File: src/rtl/ecc_fix_pkg.sv
package ecc_fix_pkg;
  localparam int          CODE_W     = 3;
  localparam logic [2:0]  CODE_CLEAN = 3'd4;
  localparam logic [2:0]  CODE_FAIL  = 3'd7;

  typedef enum logic [1:0] {
    ST_IDLE,
    ST_READ,
    ST_WRITE
  } fix_state_t;
endpackage

File: src/rtl/ecc_loc_map.sv
// Maps each reported error location to a sector byte offset and flags
// locations that fall in the parity bytes (outside the payload).
module ecc_loc_map #(
  parameter int SLOTS        = 4,
  parameter int LOC_W        = 10,
  parameter int SECTOR_BYTES = 512,
  parameter int REV_BASE     = 'h207,
  localparam int ADDR_W      = $clog2(SECTOR_BYTES)
) (
  input  logic [SLOTS-1:0][LOC_W-1:0]  loc,
  output logic [SLOTS-1:0][ADDR_W-1:0] offset,
  output logic [SLOTS-1:0]             in_payload
);
  localparam logic [LOC_W:0] BASE  = (LOC_W+1)'(REV_BASE);
  localparam logic [LOC_W:0] LIMIT = (LOC_W+1)'(SECTOR_BYTES);

  for (genvar g = 0; g < SLOTS; g++) begin : g_slot
    logic [LOC_W:0] loc_ext;
    logic [LOC_W:0] diff;
    assign loc_ext       = {1'b0, loc[g]};
    assign diff          = BASE - loc_ext;
    assign in_payload[g] = (loc_ext <= BASE) && (diff < LIMIT);
    assign offset[g]     = diff[ADDR_W-1:0];
  end
endmodule

File: src/rtl/ecc_fix_ctrl.sv
// Sequencer: decodes the count code, then read-modify-writes one byte per
// applied pair through the single RAM port.
module ecc_fix_ctrl
  import ecc_fix_pkg::*;
#(
  parameter int SLOTS   = 4,
  parameter int ADDR_W  = 9,
  parameter int DATA_W  = 8,
  localparam int IDX_W  = (SLOTS > 1) ? $clog2(SLOTS) : 1
) (
  input  logic                           clk,
  input  logic                           rst,
  input  logic                           start,
  input  logic [CODE_W-1:0]              code,
  input  logic [SLOTS-1:0][ADDR_W-1:0]   offset,
  input  logic [SLOTS-1:0]               in_payload,
  input  logic [SLOTS-1:0][DATA_W-1:0]   pattern,
  input  logic [DATA_W-1:0]              ram_rdata,
  output logic                           ram_en,
  output logic                           ram_we,
  output logic [ADDR_W-1:0]              ram_addr,
  output logic [DATA_W-1:0]              ram_wdata,
  output logic                           busy,
  output logic                           done,
  output logic                           pass
);
  fix_state_t                   state_q;
  logic [IDX_W-1:0]             idx_q;
  logic [IDX_W-1:0]             last_q;
  logic [SLOTS-1:0][ADDR_W-1:0] off_q;
  logic [SLOTS-1:0]             vld_q;
  logic [SLOTS-1:0][DATA_W-1:0] pat_q;
  logic                         step;
  logic                         correctable;

  assign correctable = (int'(code) < SLOTS);

  // A pair is finished after its write, or at once when it is skipped.
  assign step = (state_q == ST_WRITE) ||
                ((state_q == ST_READ) && !vld_q[idx_q]);

  always_ff @(posedge clk) begin
    if (rst) begin
      state_q <= ST_IDLE;
      idx_q   <= '0;
      last_q  <= '0;
      off_q   <= '0;
      vld_q   <= '0;
      pat_q   <= '0;
      busy    <= 1'b0;
      done    <= 1'b0;
      pass    <= 1'b0;
    end else begin
      done <= 1'b0;
      case (state_q)
        ST_IDLE: begin
          if (start) begin
            if (code == CODE_CLEAN) begin
              done <= 1'b1;
              pass <= 1'b1;
            end else if (correctable) begin
              off_q   <= offset;
              vld_q   <= in_payload;
              pat_q   <= pattern;
              last_q  <= code[IDX_W-1:0];
              idx_q   <= '0;
              busy    <= 1'b1;
              state_q <= ST_READ;
            end else begin
              done <= 1'b1;
              pass <= 1'b0;
            end
          end
        end
        ST_READ: begin
          if (vld_q[idx_q]) state_q <= ST_WRITE;
        end
        default: ;
      endcase

      if (step) begin
        if (idx_q == last_q) begin
          state_q <= ST_IDLE;
          busy    <= 1'b0;
          done    <= 1'b1;
          pass    <= 1'b1;
        end else begin
          idx_q   <= idx_q + 1'b1;
          state_q <= ST_READ;
        end
      end
    end
  end

  always_comb begin
    ram_en    = ((state_q == ST_READ) && vld_q[idx_q]) || (state_q == ST_WRITE);
    ram_we    = (state_q == ST_WRITE);
    ram_addr  = off_q[idx_q];
    ram_wdata = ram_rdata ^ pat_q[idx_q];
  end
endmodule

File: src/rtl/ecc_fix_applier.sv
module ecc_fix_applier
  import ecc_fix_pkg::*;
#(
  parameter int SLOTS        = 4,
  parameter int LOC_W        = 10,
  parameter int DATA_W       = 8,
  parameter int SECTOR_BYTES = 512,
  parameter int REV_BASE     = 'h207,
  localparam int ADDR_W      = $clog2(SECTOR_BYTES)
) (
  input  logic                     clk,
  input  logic                     rst,
  input  logic                     start,
  input  logic [CODE_W-1:0]        err_code,
  input  logic [SLOTS*LOC_W-1:0]   err_loc,
  input  logic [SLOTS*DATA_W-1:0]  err_pat,
  output logic                     ram_en,
  output logic                     ram_we,
  output logic [ADDR_W-1:0]        ram_addr,
  output logic [DATA_W-1:0]        ram_wdata,
  input  logic [DATA_W-1:0]        ram_rdata,
  output logic                     busy,
  output logic                     done,
  output logic                     pass
);
  logic [SLOTS-1:0][LOC_W-1:0]  loc_a;
  logic [SLOTS-1:0][DATA_W-1:0] pat_a;
  logic [SLOTS-1:0][ADDR_W-1:0] offset;
  logic [SLOTS-1:0]             in_payload;

  assign loc_a = err_loc;
  assign pat_a = err_pat;

  ecc_loc_map #(
    .SLOTS(SLOTS), .LOC_W(LOC_W),
    .SECTOR_BYTES(SECTOR_BYTES), .REV_BASE(REV_BASE)
  ) u_map (
    .loc(loc_a), .offset(offset), .in_payload(in_payload)
  );

  ecc_fix_ctrl #(
    .SLOTS(SLOTS), .ADDR_W(ADDR_W), .DATA_W(DATA_W)
  ) u_ctrl (
    .clk(clk), .rst(rst), .start(start), .code(err_code),
    .offset(offset), .in_payload(in_payload), .pattern(pat_a),
    .ram_rdata(ram_rdata),
    .ram_en(ram_en), .ram_we(ram_we), .ram_addr(ram_addr),
    .ram_wdata(ram_wdata),
    .busy(busy), .done(done), .pass(pass)
  );
endmodule

File: config.mk
export PLATFORM = sky130hd
export DESIGN_NAME = ecc_fix_applier
export DESIGN_NICKNAME = d
export VERILOG_FILES = /design/src/rtl/ecc_fix_pkg.sv /design/src/rtl/ecc_loc_map.sv /design/src/rtl/ecc_fix_ctrl.sv /design/src/rtl/ecc_fix_applier.sv
export SDC_FILE = /design/constraint.sdc
export NUM_CORES = 1
export LEC_CHECK = 0
export ABC_AREA = 1
export CORE_MARGIN = 2
export CORE_UTILIZATION = 45
export CTS_CLUSTER_SIZE = 20
export DETAILED_ROUTE_END_ITERATION = 8
export PLACE_DENSITY = 0.84
export SYNTH_ARGS = -nofsm -noshare
export SYNTH_HDL_FRONTEND = slang
export SYNTH_SLANG_ARGS = --single-unit
export TNS_END_PERCENT = 30
File: constraint.sdc
create_clock -name clk -period 1.7 [get_ports clk]
set_input_delay 0.34 -clock clk [delete_from_list [all_inputs] [get_ports clk]]
set_output_delay 0.34 -clock clk [all_outputs]
set_load 0.01 [all_outputs]
==> flow_metrics.tcl, run 1 <==
set metrics [dict create \
    outcome "finished with violations" \
    violations "negative setup slack" \
    wl_um 11500 \
    hold_depth 2 \
    reg2regPathDepth 10 \
    cts_root_buffer "clkbuf_8" \
    ys.flop_type "dfxtp_1" \
    yosys-top-cells-area "dfxtp_1, a21oi_1, nand2_1, o21ai_0, inv_1" \
    ys_seq_area_share_pct 41.3 \
    critical_path_arrival_ns 1.56 \
    remaining_drc_errors 0 \
    p_leak_nw 2.34 \
    final_cell_area_um2 5680 \
    ys_warn_count 0 \
    fmax_mhz 528 \
    first_pass_iters 5 \
    synthCells 563 \
    timing.final.max_slew_violations 0 \
    ys_top_cells_by_count "nand2_1, a21oi_1, dfxtp_1, o21ai_0, inv_1" \
    avgSynthCellArea_um2 6.97 \
    rows 34 \
    overflow 0 \
    dp.cells 775 \
    die_area_um2 9490 \
    hold_slack_ns 0.456 \
    area_growth_pct 44.7 \
    synthesis.nets 653 \
    clk-insertion-delay-late_ns 0.36 \
    crit_path_start_kind "flip-flop" \
    core_um2 8590 \
    tightestPinTransition_ns 0.493 \
    cts_buffers 9 \
    synth_compound_area_share_pct 25.2 \
    end_kind "output port" \
    place_hpwl_um 8000 \
    yosysMostFrequentCell "nand2_1" \
    synth-simple-area-share_pct 17.4 \
    skew_ns 0.0115 \
    ys_types 25 \
    maxCapViolCount 0 \
    power_density_nw_per_um2 827 \
    place.gp.congestion 0.910 \
    grt_start_max_net_pins 44 \
    hold_path.class "flip-flop to flip-flop" \
    critPathRequiredTime_ns 1.36 \
    vias_per_cell 5.25 \
    h-tree-depth 3 \
    rsz0062_at_grt "true" \
    synth_top_family_by_area "compound AO/OA/AOI/OAI gates" \
    worst-path-max-fanout 8 \
    setup_ws_ns -0.195 \
    utilization_pct 66.1 \
    numClockSinks 81 \
    synthAdderAreaFrac_pct 1.27 \
    synthDominantCellAreaShare_pct 41.3 \
    ir_worst_vdd_mv 0.533 \
    netlist_area_um2 3930 \
    fin_crit_sh_pct 111 \
    crit_type "flip-flop to output port" \
    finalNonFillerCells 797 \
    synthMuxAreaShare_pct 0 \
    port_buffers 107 \
    drive_above_1_share_pct 14.1 \
    fin_crit_ns 1.90 \
    drt-initial-drc-count 272 \
    relSlewSlack_pct 66.9 \
    cts_tree "done" \
    grt_pass1_wl_um 19100 \
    post_drt_wl_per_cell_um 14.4 \
    antenna_found_initial 0 \
    clk_pin_slew_ns 0.09 \
    place_ws_ns -0.231 \
    cts_buffer_depth 2 \
    setup_viol 17 \
    synth_seq_cells 81 \
    n_antenna_cell 0 \
    track_usage_pct 24.5 \
    synth_xor_area_share_pct 4.02 \
    async_reset_ff_share_pct 0 \
    finalHoldViolations 0 \
    placed_area_um2 5250 \
    die_w_um 97.4 \
    synth_top_cell_by_area "dfxtp_1" \
    ant_nets 0 \
    final_nets 774 \
    die_h_um 97.4 \
    start_util_pct 45.7 \
    pin_count 108 \
    grt_pass1_vias 4252 \
    synth-edff-count 0 \
    num_vias 4186 \
]
-- sequential cells by signal, indices dropped and copies added (netlist names) --
signal / flops
u_ctrl.state_q: 2
u_ctrl.done: 1
u_ctrl.pass: 1
u_ctrl.off_q: 36
u_ctrl.last_q: 2
u_ctrl.busy: 1
u_ctrl.pat_q: 32
u_ctrl.idx_q: 2
u_ctrl.vld_q: 4
-- cells in the final DEF (no fill, tap or decap), types with 8 or more instances in the layout --
cell type,n
o21ai_1,28
o21ai_0,51
buf_2,9
nor2_1,29
clkbuf_8,10
inv_1,62
nand2_1,104
clkdlybuf4s50_1,88
xnor2_1,11
buf_4,24
nand3_1,23
clkdlybuf4s15_2,9
o22ai_1,8
a21oi_2,8
a21oi_1,85
dfxtp_1,79
-- what timing repair did --
| item | CTS | global route |
|---|---|---|
| pin swaps | 12 | 3 |
| endpoints found under the hold margin | 0 | 0 |
| buffers inserted | 3 | 0 |
| endpoints found under the setup margin | 19 | 18 |
| resized for setup | 104 | 16 |
| gates cloned | 3 | 0 |
| hold buffers | 0 | 0 |
-- worst max-delay path, cell delays in order, from the launching register on --
cell and delay (ns):
dfxtp_4 0.39, buf_12 0.14, buf_16 0.14, a21oi_2 0.12
o21ai_1 0.07, nand2_1 0.09, xnor2_1 0.11, buf_2 0.14
-- where the power goes --
group / switching [mW] / internal [mW] / total [mW]
logic: 0.417 / 0.452 / 0.869
clock network: 0.721 / 1.02 / 1.74
registers: 0.0712 / 2.02 / 2.09
total: 1.21 / 3.49 / 4.70
-- metal layers --
metal  wire length (µm)  vias up  global-route usage, %
met2               5820      165                   44.4
met3                735       19                   4.17
li1                   -     2093                      -
met4                217        0                   9.51
met1               4730     1909                   28.6
met5                  0        -                      0
-- layout make-up --
class	instances	area [µm²]
fillers	700	2910
multi-input cells	382	1960
flip-flops and latches	81	1630
repair buffers	144	1460
inverters	65	249
clock buffers	10	138
well taps	108	135
clock inverters	6	114
repair inverters	1	3.75
-- logic make-up after synthesis --
| family | after synthesis |
|---|---|
| AO/OA/AOI/OAI | 193 |
| AND/OR/NAND/NOR | 167 |
| buffers and inverters | 100 |
| flip-flops | 81 |
| XOR/XNOR | 18 |
| adder cells (fa/ha/maj) | 4 |
-- per-stage QoR --
step / setup TNS, ns / power, mW
after floorplan: 0 / 2.52
after global placement: -2.62 / 2.97
after detailed placement: -3.27 / 2.99
after CTS: -2.54 / 4.70
after global routing: -3.64 / 4.88
final: -2.44 / 4.70
-- final timing paths --
kind                                  from                       endpoint  slack (ns)
max             u_ctrl.idx_q[0]$_SDFF_PP0_                   ram_wdata[6]       -0.20
min          u_ctrl.pat_q[20]$_SDFFE_PP0P_  u_ctrl.pat_q[20]$_SDFFE_PP0P_        0.46
max reg2reg     u_ctrl.idx_q[0]$_SDFF_PP0_     u_ctrl.idx_q[1]$_SDFF_PP0_        0.22
min reg2reg  u_ctrl.pat_q[20]$_SDFFE_PP0P_  u_ctrl.pat_q[20]$_SDFFE_PP0P_        0.46
Note: power is estimated with default switching activity, not from simulation.
==> run 2: changes to the inputs <==
--- a/config.mk
+++ b/config.mk
@@ -10,6 +10,7 @@
 export CORE_UTILIZATION = 45
 export CTS_CLUSTER_SIZE = 20
 export DETAILED_ROUTE_END_ITERATION = 8
+export GPL_ROUTABILITY_DRIVEN = 0
 export PLACE_DENSITY = 0.84
 export SYNTH_ARGS = -nofsm -noshare
 export SYNTH_HDL_FRONTEND = slang
==> run 2 against run 1 <==
Against the previous run: worst hold slack worse by 0.0042 ns; via count is 1.5% lower; sequential share of layout area is 0.70 points higher; largest cell class unchanged; clock power is 17% lower; clock skew is 0.0038 ns lower; the run still ends with negative setup slack left; critical endpoint is now ram_wdata[2]; non-clock buffer count is 1 lower; count of clock-buffer cells in the layout is 1 higher; first-iteration DRC count is 5.9% lower; die area stayed put; design area is 2.4% lower; cell count is 0.25% lower; largest power group unchanged; utilization is 1.6 points lower.
==> flow_metrics.tcl, run 2 (synthesis gave the netlist of run 1 again) <==
set metrics [dict create \
    end_kind "output port" \
    tightestPinTransition_ns 0.459 \
    fmax_mhz 548 \
    path_cells "buf_6 -> a21oi_2 -> o21ai_1 -> nand2_1 -> xnor2_1 -> buf_2" \
    cp_top_family "flip-flops" \
    worst-path-max-fanout 14 \
    cts_tree "done" \
    place_ws_ns -0.276 \
    use_met1_pct 27.8 \
    h-tree-depth 3 \
    critical_path_arrival_ns 1.49 \
    antenna_found_initial 0 \
    grt_pass1_vias 4103 \
    crit_cells 6 \
    ir_worst_vdd_mv 0.400 \
    critPathRequiredTime_ns 1.36 \
    drt-initial-drc-count 256 \
    violations "negative setup slack" \
    die_area_um2 9490 \
    use_met2_pct 41.9 \
    skew_ns 0.00771 \
    area_growth_pct 41.3 \
    p_leak_nw 2.34 \
    post_drt_wl_per_cell_um 14.1 \
    power_density_nw_per_um2 790 \
    rsz0062_at_grt "true" \
    remaining_drc_errors 0 \
    overflow 0 \
    path_buf_inv 2 \
    ant_nets 0 \
    port_buffers 107 \
    mostFrequentLayoutCell "nand2_1" \
    crit_path_start_kind "flip-flop" \
    die_w_um 97.4 \
    num_vias 4125 \
    place_hpwl_um 8080 \
    reg2regPathDepth 8 \
    numClockSinks 81 \
    grt_pass1_wl_um 18500 \
    setup_ws_ns -0.126 \
    clk-insertion-delay-late_ns 0.35 \
    drive_above_1_share_pct 14.6 \
    hold_slack_ns 0.452 \
    crit_type "flip-flop to output port" \
    final_nets 772 \
    hold_path.class "flip-flop to flip-flop" \
    fin_crit_sh_pct 107 \
    slowest_stage "dfxtp_4" \
    top_register "u_ctrl.off_q" \
    hold_depth 2 \
    clk_pin_slew_ns 0.08 \
    cpPeakStageDelay_ns 0.38 \
    first_pass_iters 6 \
    cts_root_buffer "clkbuf_8" \
    reg_top3 "u_ctrl.off_q x36, u_ctrl.pat_q x32, u_ctrl.vld_q x4" \
    layout.cells.most_common_list "nand2_1, a21oi_1, clkdlybuf4s50_1" \
    maxCapViolCount 0 \
    n_antenna_cell 0 \
    power_mw 4.38 \
    grt_most_used_layer "met2" \
    cts_buffers 9 \
    wl_um 11200 \
    pin_count 108 \
    setup_viol 16 \
    track_usage_pct 23.4 \
    relSlewSlack_pct 69.1 \
    die_h_um 97.4 \
    grt_start_max_net_pins 49 \
    vias_per_cell 5.19 \
    rows 34 \
    timing.final.max_slew_violations 0 \
    use_met3_pct 4.82 \
    largest_reg_flops 36 \
    core_um2 8590 \
    fin_crit_ns 1.83 \
    start_util_pct 45.7 \
    finalHoldViolations 0 \
    cts_buffer_depth 2 \
    outcome "finished with violations" \
]
run 2: cell count changes in the layout (fill, tap and decap cells not counted), moves of 3 or more:
cell             previous run  this run
a21oi_1                    85        89
a21oi_2                     8         5
buf_2                       9        18
clkdlybuf4s15_2             9         0
clkinv_2                    0         3
nand3_1                    23        20
nand3_2                     1         4
nor2_1                     29        26
nor2_2                      1         4
run 2: final timing paths:
check                                    start                            to  slack (ns)
setup / recovery    u_ctrl.idx_q[0]$_SDFF_PP0_                  ram_wdata[2]       -0.13
hold / removal    u_ctrl.pat_q[4]$_SDFFE_PP0P_  u_ctrl.pat_q[4]$_SDFFE_PP0P_        0.45
setup reg to reg    u_ctrl.idx_q[0]$_SDFF_PP0_    u_ctrl.idx_q[1]$_SDFF_PP0_        0.20
hold reg to reg   u_ctrl.pat_q[4]$_SDFFE_PP0P_  u_ctrl.pat_q[4]$_SDFFE_PP0P_        0.45
run 2: timing repair:
| action | CTS | global route |
|---|---|---|
| hold buffers | 0 | 0 |
| pin swaps | 3 | 7 |
| gates resized for setup | 104 | 32 |
| setup endpoints to repair | 19 | 18 |
| buffers inserted | 0 | 2 |
run 2: final cells by class:
class	instances	area [µm²]
multi-input combinational	382	1980
fill	736	3050
inverter	65	254
tap	108	135
clock buffer	11	151
sequential	81	1630
clock inverter	5	53.8
timing repair buffer	143	1350
run 2: metal layers:
metal / share of wire [%] / vias up
li1: - / 2094
met1: 42 / 1869
met2: 50 / 144
met3: 6.2 / 18
met4: 1.8 / 0
met5: 0 / -
run 2: metrics by stage:
| stage | area [µm²] | TNS [ns] | instances | utilization [%] |
|---|---|---|---|---|
| 4_1_cts | 5460 | -1.41 | 793 | 63.5 |
| 6_report | 5550 | -1.03 | 795 | 64.5 |
| 2_1_floorplan | 3930 | 0 | 563 | - |
| 5_1_grt | 5550 | -2.49 | 795 | 64.5 |
| 3_5_place_dp | 5270 | -3.16 | 777 | 61.3 |
| 3_3_place_gp | 5270 | -2.77 | 777 | 61.3 |
run 2: power breakdown:
part / internal (mW) / switching [mW] / total, mW / leakage [nW]
sequential: 2.02 / 0.0700 / 2.09 / 0.667
clock: 0.754 / 0.683 / 1.44 / 0.109
combinational: 0.440 / 0.417 / 0.857 / 1.56
run 2: worst reg2reg max path, cell delays in order (launching register included):
cell and delay (ns):
dfxtp_4 0.40, buf_12 0.17, buf_4 0.14, nand2_1 0.05, nand2_1 0.06, nand2_1 0.12
o21ai_0 0.27, nand2_1 0.08, a21oi_1 0.13
